File: src/rtl/ppsvc_pkg.sv
package ppsvc_pkg;

  // Control/status byte layout. The positions matter to software.
  typedef struct packed {
    logic [2:0] mode;     // 7:5
    logic       err_n;    // 4
    logic       dma_en;   // 3
    logic       svc;      // 2
    logic       full;     // 1
    logic       empty;    // 0
  } ctrl_byte_t;

  localparam logic ADDR_QUEUE = 1'b0;
  localparam logic ADDR_CTRL  = 1'b1;

  localparam logic DIR_OUT = 1'b0;
  localparam logic DIR_IN  = 1'b1;

endpackage

File: src/rtl/ppsvc_fifo.sv
module ppsvc_fifo #(
  parameter int DEPTH = 16,
  parameter int W     = 8,
  localparam int PTR_W = $clog2(DEPTH),
  localparam int CNT_W = $clog2(DEPTH + 1)
) (
  input  logic             clk,
  input  logic             rst_n,
  input  logic             push,
  input  logic             pop,
  input  logic [W-1:0]     wdata,
  output logic [W-1:0]     rdata,
  output logic [CNT_W-1:0] count,
  output logic             full,
  output logic             empty
);

  logic [W-1:0]     mem [DEPTH];
  logic [PTR_W-1:0] wr_ptr_q, wr_ptr_d;
  logic [PTR_W-1:0] rd_ptr_q, rd_ptr_d;
  logic [CNT_W-1:0] cnt_q, cnt_d;
  logic             do_push, do_pop;

  function automatic logic [PTR_W-1:0] bump(input logic [PTR_W-1:0] p);
    return (p == PTR_W'(DEPTH - 1)) ? '0 : p + PTR_W'(1);
  endfunction

  assign full  = (cnt_q == CNT_W'(DEPTH));
  assign empty = (cnt_q == '0);
  assign count = cnt_q;
  assign rdata = mem[rd_ptr_q];

  always_comb begin
    do_push  = push && !full;
    do_pop   = pop && !empty;
    wr_ptr_d = wr_ptr_q;
    rd_ptr_d = rd_ptr_q;
    cnt_d    = cnt_q;
    if (do_push) wr_ptr_d = bump(wr_ptr_q);
    if (do_pop)  rd_ptr_d = bump(rd_ptr_q);
    case ({do_push, do_pop})
      2'b10:   cnt_d = cnt_q + CNT_W'(1);
      2'b01:   cnt_d = cnt_q - CNT_W'(1);
      default: cnt_d = cnt_q;
    endcase
  end

  always_ff @(posedge clk or negedge rst_n) begin
    if (!rst_n) begin
      wr_ptr_q <= '0;
      rd_ptr_q <= '0;
      cnt_q    <= '0;
    end else begin
      wr_ptr_q <= wr_ptr_d;
      rd_ptr_q <= rd_ptr_d;
      cnt_q    <= cnt_d;
    end
  end

  // Storage: written only with an accepted push, no reset needed.
  always_ff @(posedge clk) begin
    if (do_push) mem[wr_ptr_q] <= wdata;
  end

  assert_no_overflow_R4: assert property (@(posedge clk) disable iff (!rst_n)
    (push && full && !pop) |=> $stable(cnt_q));

  assert_no_underflow_R4: assert property (@(posedge clk) disable iff (!rst_n)
    (pop && empty && !push) |=> $stable(cnt_q));

  assert_count_bound_R3: assert property (@(posedge clk) disable iff (!rst_n)
    cnt_q <= CNT_W'(DEPTH));

  assert_flags_exclusive_R2: assert property (@(posedge clk) disable iff (!rst_n)
    !(full && empty));

endmodule

File: src/rtl/ppsvc_steer.sv
module ppsvc_steer
  import ppsvc_pkg::*;
#(
  parameter int W = 8
) (
  input  logic         dir,
  input  logic         host_addr,
  input  logic         host_wr,
  input  logic         host_rd,
  input  logic [W-1:0] host_wdata,
  input  logic         per_push,
  input  logic [W-1:0] per_din,
  input  logic         per_pop,
  output logic         q_push,
  output logic         q_pop,
  output logic [W-1:0] q_wdata,
  output logic         ctrl_wr
);

  logic host_q_wr, host_q_rd;

  always_comb begin
    host_q_wr = host_wr && (host_addr == ADDR_QUEUE);
    host_q_rd = host_rd && (host_addr == ADDR_QUEUE);
    ctrl_wr   = host_wr && (host_addr == ADDR_CTRL);
    if (dir == DIR_OUT) begin
      q_push  = host_q_wr;
      q_wdata = host_wdata;
      q_pop   = per_pop;
    end else begin
      q_push  = per_push;
      q_wdata = per_din;
      q_pop   = host_q_rd;
    end
  end

endmodule

File: src/rtl/ppsvc_ctrl.sv
module ppsvc_ctrl
  import ppsvc_pkg::*;
#(
  parameter int DEPTH  = 16,
  parameter int WR_THR = 8,
  parameter int RD_THR = 8,
  localparam int CNT_W = $clog2(DEPTH + 1)
) (
  input  logic             clk,
  input  logic             rst_n,
  input  logic             ctrl_wr,
  input  logic [7:0]       wdata,
  input  logic             dir,
  input  logic             dma_tc,
  input  logic [CNT_W-1:0] count,
  input  logic             full,
  input  logic             empty,
  output logic [7:0]       ctrl_rd,
  output logic             irq,
  output logic             dma_req
);

  ctrl_byte_t       wr_view;
  logic [2:0]       mode_q, mode_d;
  logic             err_n_q, err_n_d;
  logic             dma_en_q, dma_en_d;
  logic             svc_q, svc_d;
  logic             irq_q, irq_d;
  logic             svc_cond;
  logic             hw_set;
  logic [CNT_W-1:0] free_cnt;
  ctrl_byte_t       rd_view;

  assign wr_view  = ctrl_byte_t'(wdata);
  assign free_cnt = CNT_W'(DEPTH) - count;

  // Service condition chosen by DMA enable and direction.
  always_comb begin
    if (dma_en_q)            svc_cond = dma_tc;
    else if (dir == DIR_OUT) svc_cond = (free_cnt >= CNT_W'(WR_THR));
    else                     svc_cond = (count >= CNT_W'(RD_THR));
  end

  always_comb begin
    mode_d   = mode_q;
    err_n_d  = err_n_q;
    dma_en_d = dma_en_q;
    svc_d    = svc_q;
    hw_set   = 1'b0;
    if (ctrl_wr) begin
      mode_d   = wr_view.mode;
      err_n_d  = wr_view.err_n;
      dma_en_d = wr_view.dma_en;
      svc_d    = wr_view.svc;
    end else if (!svc_q && svc_cond) begin
      svc_d  = 1'b1;
      hw_set = 1'b1;
    end
    irq_d = hw_set;
  end

  always_ff @(posedge clk or negedge rst_n) begin
    if (!rst_n) begin
      mode_q   <= '0;
      err_n_q  <= 1'b0;
      dma_en_q <= 1'b0;
      svc_q    <= 1'b1;
      irq_q    <= 1'b0;
    end else begin
      mode_q   <= mode_d;
      err_n_q  <= err_n_d;
      dma_en_q <= dma_en_d;
      svc_q    <= svc_d;
      irq_q    <= irq_d;
    end
  end

  always_comb begin
    rd_view.mode   = mode_q;
    rd_view.err_n  = err_n_q;
    rd_view.dma_en = dma_en_q;
    rd_view.svc    = svc_q;
    rd_view.full   = full;
    rd_view.empty  = empty;
  end

  assign ctrl_rd = rd_view;
  assign irq     = irq_q;
  assign dma_req = dma_en_q && !svc_q && ((dir == DIR_OUT) ? !full : !empty);

  assert_svc_sticky_R10: assert property (@(posedge clk) disable iff (!rst_n)
    (svc_q && !ctrl_wr) |=> svc_q);

  assert_sw_one_quiet_R10: assert property (@(posedge clk) disable iff (!rst_n)
    ctrl_wr |=> !irq);

  assert_irq_follows_set_R11: assert property (@(posedge clk) disable iff (!rst_n)
    (!svc_q && svc_cond && !ctrl_wr) |=> (irq && svc_q));

  assert_irq_single_R11: assert property (@(posedge clk) disable iff (!rst_n)
    irq |=> !irq);

  assert_dma_gated_R12: assert property (@(posedge clk) disable iff (!rst_n)
    dma_req |-> (dma_en_q && !svc_q));

endmodule

File: src/rtl/ppsvc_top.sv
module ppsvc_top
  import ppsvc_pkg::*;
#(
  parameter int DEPTH  = 16,
  parameter int WR_THR = 8,
  parameter int RD_THR = 8
) (
  input  logic       clk,
  input  logic       rst_n,
  input  logic       host_addr,
  input  logic       host_wr,
  input  logic       host_rd,
  input  logic [7:0] host_wdata,
  output logic [7:0] host_rdata,
  input  logic       dir,
  input  logic       per_push,
  input  logic [7:0] per_din,
  input  logic       per_pop,
  output logic [7:0] per_dout,
  input  logic       dma_tc,
  output logic       irq,
  output logic       dma_req
);

  localparam int W     = 8;
  localparam int CNT_W = $clog2(DEPTH + 1);

  logic             q_push, q_pop, ctrl_wr;
  logic [W-1:0]     q_wdata, q_rdata;
  logic [CNT_W-1:0] q_count;
  logic             q_full, q_empty;
  logic [7:0]       ctrl_rd;

  ppsvc_steer #(.W(W)) u_steer (
    .dir        (dir),
    .host_addr  (host_addr),
    .host_wr    (host_wr),
    .host_rd    (host_rd),
    .host_wdata (host_wdata),
    .per_push   (per_push),
    .per_din    (per_din),
    .per_pop    (per_pop),
    .q_push     (q_push),
    .q_pop      (q_pop),
    .q_wdata    (q_wdata),
    .ctrl_wr    (ctrl_wr)
  );

  ppsvc_fifo #(.DEPTH(DEPTH), .W(W)) u_fifo (
    .clk   (clk),
    .rst_n (rst_n),
    .push  (q_push),
    .pop   (q_pop),
    .wdata (q_wdata),
    .rdata (q_rdata),
    .count (q_count),
    .full  (q_full),
    .empty (q_empty)
  );

  ppsvc_ctrl #(.DEPTH(DEPTH), .WR_THR(WR_THR), .RD_THR(RD_THR)) u_ctrl (
    .clk     (clk),
    .rst_n   (rst_n),
    .ctrl_wr (ctrl_wr),
    .wdata   (host_wdata),
    .dir     (dir),
    .dma_tc  (dma_tc),
    .count   (q_count),
    .full    (q_full),
    .empty   (q_empty),
    .ctrl_rd (ctrl_rd),
    .irq     (irq),
    .dma_req (dma_req)
  );

  assign per_dout   = q_rdata;
  assign host_rdata = (host_addr == ADDR_CTRL) ? ctrl_rd : q_rdata;

endmodule

File: config.mk
export PLATFORM = sky130hd
export DESIGN_NAME = ppsvc_top
export DESIGN_NICKNAME = d
export VERILOG_FILES = /design/src/rtl/ppsvc_pkg.sv /design/src/rtl/ppsvc_fifo.sv /design/src/rtl/ppsvc_steer.sv /design/src/rtl/ppsvc_ctrl.sv /design/src/rtl/ppsvc_top.sv
export SDC_FILE = /design/constraint.sdc
export NUM_CORES = 1
export LEC_CHECK = 0
export BUFFER_PORTS_ARGS = -buffer_cell sky130_fd_sc_hd__clkbuf_2
export CAP_MARGIN = 20
export CORE_ASPECT_RATIO = 0.75
export CORE_MARGIN = 2
export CORE_UTILIZATION = 43
export CTS_BUF_LIST = sky130_fd_sc_hd__clkbuf_4 sky130_fd_sc_hd__clkbuf_8
export DETAILED_ROUTE_END_ITERATION = 6
export PLACE_DENSITY = 0.64
export SYNTH_ARGS = -nofsm -noshare
export SYNTH_HDL_FRONTEND = slang
export SYNTH_SLANG_ARGS = --single-unit
File: constraint.sdc
create_clock -name clk -period 3.15 [get_ports clk]
set_input_delay 0.315 -clock clk [delete_from_list [all_inputs] [get_ports clk]]
set_output_delay 0.315 -clock clk [all_outputs]
set_load 0.005 [all_outputs]
==> impl_summary.log <==
[metrics] number of hold violations in the final report: 0
[metrics] end of the worst hold path: u_ctrl.svc_q
[metrics] number of non-filler instances in the completed layout: 630
[metrics] Design Power: around 6 mW
[metrics] Tightest Hold Check Type: in -> reg
[metrics] setup slack after placement: 347.4 ps
[metrics] signed area change from the synthesized netlist to the final layout: 14.14%
[metrics] critical path data required time: 2830 ps
[metrics] number of cells traversed by the worst register-to-register path: 11
[metrics] Period Utilization, post-route: 95.05%
[metrics] Setup crit start kind: flip-flop
[metrics] library cell contributing the largest single delay on the critical path: sky130_fd_sc_hd__dfrtp_1
[metrics] pin count of the biggest net entering global routing: 21
[metrics] Critical Path, Cell by Cell: buf_4 -> mux4_2 -> mux2i_1 -> o22ai_1 -> mux2_2 -> clkbuf_2
[metrics] number of nets produced by synthesis: 396
[metrics] sequential cell area fraction in the yosys report: 68.58%
[metrics] final number of max-transition violations: 0
[metrics] post-detail-place hpwl: slightly below 9 mm
[metrics] minimum setup slack in the final design: 155.9 ps
[metrics] aggregate routed wire length: 12.75 mm
[metrics] number of global-route vias before repair: 3444
[metrics] overall overflow remaining after global route: 0
[metrics] cell area after synthesis: roughly 6300 um^2
[metrics] area of the multi-input gates: 1846 um^2
[metrics] most common cell after layout, fill and taps aside: sky130_fd_sc_hd__edfxtp_1
[metrics] proportion of register bits with asynchronous set or reset after synthesis: 13.51%
[metrics] largest fanout on the critical path: 16
[metrics] GRT Total Usage: 17.53%
[metrics] Vias: 3346
[metrics] endpoint class of the critical path: output pin
[metrics] number of fill cells in the layout: 1241
[metrics] First-pass DRT Iterations: 6
[metrics] global-route wire length before repair: roughly 20 mm
[metrics] number of antenna violations at the first check in global routing: 0
[metrics] input/output buffers: 42
[metrics] number of placement rows: 38
[metrics] worst clock skew: 13.25 ps
[metrics] clock-pin slew on the worst setup and hold paths: approximately 80 ps
[metrics] number of cells in the design after placement: 597
[metrics] relative max-transition margin: 54.86%
[metrics] post-route DRC violation count: 0
[metrics] peak per-stage delay on the critical path: 780 ps
[metrics] post-route worst hold slack: 127.9 ps
[metrics] Iter 0 DRT Violations: 272
[metrics] startpoint of the tightest hold check path: host_wdata[2]
[metrics] worst-case register-to-register setup slack: about 380 ps
[metrics] gate count of the mapped netlist: 361
[metrics] routed via count divided by cell count: 5.311
[metrics] endpoints failing setup: 0
[metrics] number of buffers on the longest clock path: 2
[metrics] number of I/O pins: 43
[metrics] highest clock frequency the design can meet: about 330 MHz
[metrics] minimum period implied by the final worst setup slack: 2994 ps
[metrics] top library cells by usage in the layout, fill and taps aside: sky130_fd_sc_hd__edfxtp_1 (128), sky130_fd_sc_hd__clkbuf_2 (42), sky130_fd_sc_hd__mux2_2 (25)
[metrics] arrival time of data at the critical path endpoint: 2680 ps
[metrics] max-cap viol count: 0
[metrics] starting density of the core: 43.84%
[metrics] number of sinks driven by the clock tree: 148
[metrics] clock root buffer: sky130_fd_sc_hd__clkbuf_8
[metrics] TritonCTS clock tree: built
[metrics] number of clock buffers inserted by TritonCTS: 17
[metrics] Post-Syn Area per Cell: 17.55 um^2
[metrics] vertical die dimension: 109.1 um
[metrics] power density over cell area: roughly 840 nW/um^2
[metrics] post-synthesis cell type with the largest combined area: sky130_fd_sc_hd__edfxtp_1
[metrics] buffers plus inverters on the worst setup path: 2
[metrics] terminus of the critical flop-to-flop path: u_fifo.count[4]
[metrics] Tightest Pin Transition: roughly 680 ps
[metrics] crit path kind: reg -> out
[metrics] synthesized flop and latch total: 148
[metrics] worst-case vdd ir drop: 335.0 uV
[metrics] count of flip-flops with a built-in enable after synthesis: 128
[metrics] Routed WL per cell: 20.24 um
[metrics] hold path cells: 3
[metrics] die area: 15730 um^2
[metrics] post-synth top area share: about 60%
[metrics] Sequential Area: 4349 um^2
[metrics] layout cells sized above 1: 31.86%
[metrics] count of unique library cells instantiated by Yosys: 43
[metrics] post-CTS repair timing setup buffer count: 0
[metrics] worst skew pair latency: about 430 ps
[metrics] antenna diode count: 0
[metrics] antenna violation net count after detailed routing: 0
[metrics] top cells by area, synth: sky130_fd_sc_hd__edfxtp_1 (61%), sky130_fd_sc_hd__mux4_2 (8.5%), sky130_fd_sc_hd__dfrtp_1 (7.5%), sky130_fd_sc_hd__mux2_2 (4.4%), sky130_fd_sc_hd__mux2i_1 (3.8%)
[metrics] Reg2Reg Launch Point: u_fifo.count[3]
[metrics] Core Region: approximately 14000 um^2
[metrics] warning count from the yosys run: 0
[metrics] number of H-tree levels: 4
[metrics] Lkg Pwr: 2.597 nW
[metrics] final weighted congestion in routability-driven placement: about 0.73
[metrics] commonest register cell after synthesis: sky130_fd_sc_hd__edfxtp_1
[metrics] Die Wd: 144.2 um
[metrics] cell class contributing the biggest share of worst-path delay: multiplexers
[metrics] status: complete, no violations
[metrics] Total Nets Final: 452
synthesized netlist by cell type (2+ instances only):
library cell                 n
sky130_fd_sc_hd__nand3_1     3
sky130_fd_sc_hd__clkbuf_1    7
sky130_fd_sc_hd__mux2_2     25
sky130_fd_sc_hd__a21oi_1     8
sky130_fd_sc_hd__nor2b_1     4
sky130_fd_sc_hd__nor3_1      3
sky130_fd_sc_hd__edfxtp_1  128
sky130_fd_sc_hd__buf_6       3
sky130_fd_sc_hd__mux2i_1    24
sky130_fd_sc_hd__o22ai_1     8
sky130_fd_sc_hd__nand2_1     8
sky130_fd_sc_hd__buf_1       3
sky130_fd_sc_hd__mux4_2     24
sky130_fd_sc_hd__xnor2_1     5
sky130_fd_sc_hd__a221o_1     8
sky130_fd_sc_hd__ha_1       10
sky130_fd_sc_hd__o21ai_0     7
sky130_fd_sc_hd__xor2_1      5
sky130_fd_sc_hd__dfrtp_1    19
sky130_fd_sc_hd__and4_1      3
sky130_fd_sc_hd__and3_1      8
sky130_fd_sc_hd__nor2_1     13
sky130_fd_sc_hd__buf_2       5
sky130_fd_sc_hd__and3b_1     2
sky130_fd_sc_hd__inv_1       6
sky130_fd_sc_hd__nor3b_1     5
layer usage:
| layer | vias to the layer above | track usage [%] | wire length (um) |
|---|---|---|---|
| met2 | 89 | 26.50 | 6086 |
| met3 | 6 | 4.436 | 820 |
| li1 | 1543 | - | - |
| met4 | 0 | 5.548 | 79 |
| met1 | 1708 | 25.16 | 5764 |
| met5 | - | 0 | 0 |
power by group:
group,total [mW],internal [mW],switching (mW)
registers,2.61,2.36,0.256
logic,1.89,0.931,0.956
clock network,1.55,0.853,0.692
total,6.05,4.14,1.90
worst reg2reg max path: stages, from the launching register on:
cell	delay, ps
sky130_fd_sc_hd__dfrtp_1	470
sky130_fd_sc_hd__nor4_1	470
sky130_fd_sc_hd__ha_1	300
sky130_fd_sc_hd__a21oi_1	90
sky130_fd_sc_hd__inv_1	90
sky130_fd_sc_hd__ha_1	340
sky130_fd_sc_hd__xor2_1	180
sky130_fd_sc_hd__ha_1	210
sky130_fd_sc_hd__and3b_1	180
sky130_fd_sc_hd__o21ai_0	80
sky130_fd_sc_hd__a21oi_1	160
sky130_fd_sc_hd__xnor2_1	130
through the flow:
| stage | util (%) | instance area [um^2] | setup TNS (ps) |
|---|---|---|---|
| 2_1_floorplan | - | 6336 | 0 |
| 3_3_place_gp | 47.02 | 6797 | 0 |
| 3_5_place_dp | 47.02 | 6797 | 0 |
| 4_1_cts | 50.02 | 7229 | 0 |
| 5_1_grt | 50.03 | 7232 | -0.5234 |
| 6_report | 50.03 | 7232 | 0 |
how the worst max path moves through the flow:
| stage | from | to | slack (ps) | cells after the start |
|---|---|---|---|---|
| final | u_fifo.rd_ptr_q[1] | host_rdata[4] | 160 | 6 |
| after global routing | u_fifo.rd_ptr_q[1] | host_rdata[4] | -0.5 | 6 |
| after CTS | u_fifo.rd_ptr_q[1] | host_rdata[4] | 110 | 6 |
| after detailed placement | dir | u_fifo.count[4] | 350 | 11 |
| after global placement | dir | u_fifo.count[4] | 480 | 11 |
| after floorplan | u_fifo.count[3] | u_fifo.count[4] | 430 | 14 |
cell type report:
cell class	count	area share, %
clock buffers	17	3.235
clock inverters	15	2.612
inverters	7	0.3633
multi-input cells	186	25.52
flip-flops and latches	148	60.14
well taps	200	3.460
repair buffers	57	4.671
kinds of logic after synthesis:
group	Yosys count	synth area share [%]
multiplexers	73	16.77
XOR/XNOR	10	1.382
adder cells (fa/ha/maj)	10	1.975
flip-flops	148	68.58
AND/OR/NAND/NOR	54	4.740
buffers and inverters	27	2.291
AO/OA/AOI/OAI	39	4.266
timing repair:
| item | 4_1_cts | 5_1_grt |
|---|---|---|
| hold buffers | 1 | 0 |
| endpoints found under the setup margin | 0 | 1 |
| gates resized for setup | 0 | 1 |
| hold endpoints to repair | 19 | 0 |
sequential cells by signal (all words and copies together) (netlist names):
name	cells
u_fifo.rd_ptr_q	4
u_fifo.mem	128
u_ctrl.mode_q	3
u_fifo.count	5
u_ctrl.svc_q	1
u_ctrl.irq	1
u_fifo.wr_ptr_q	4
u_ctrl.err_n_q	1
u_ctrl.dma_en_q	1
Note: power is estimated with default switching activity, not from simulation.
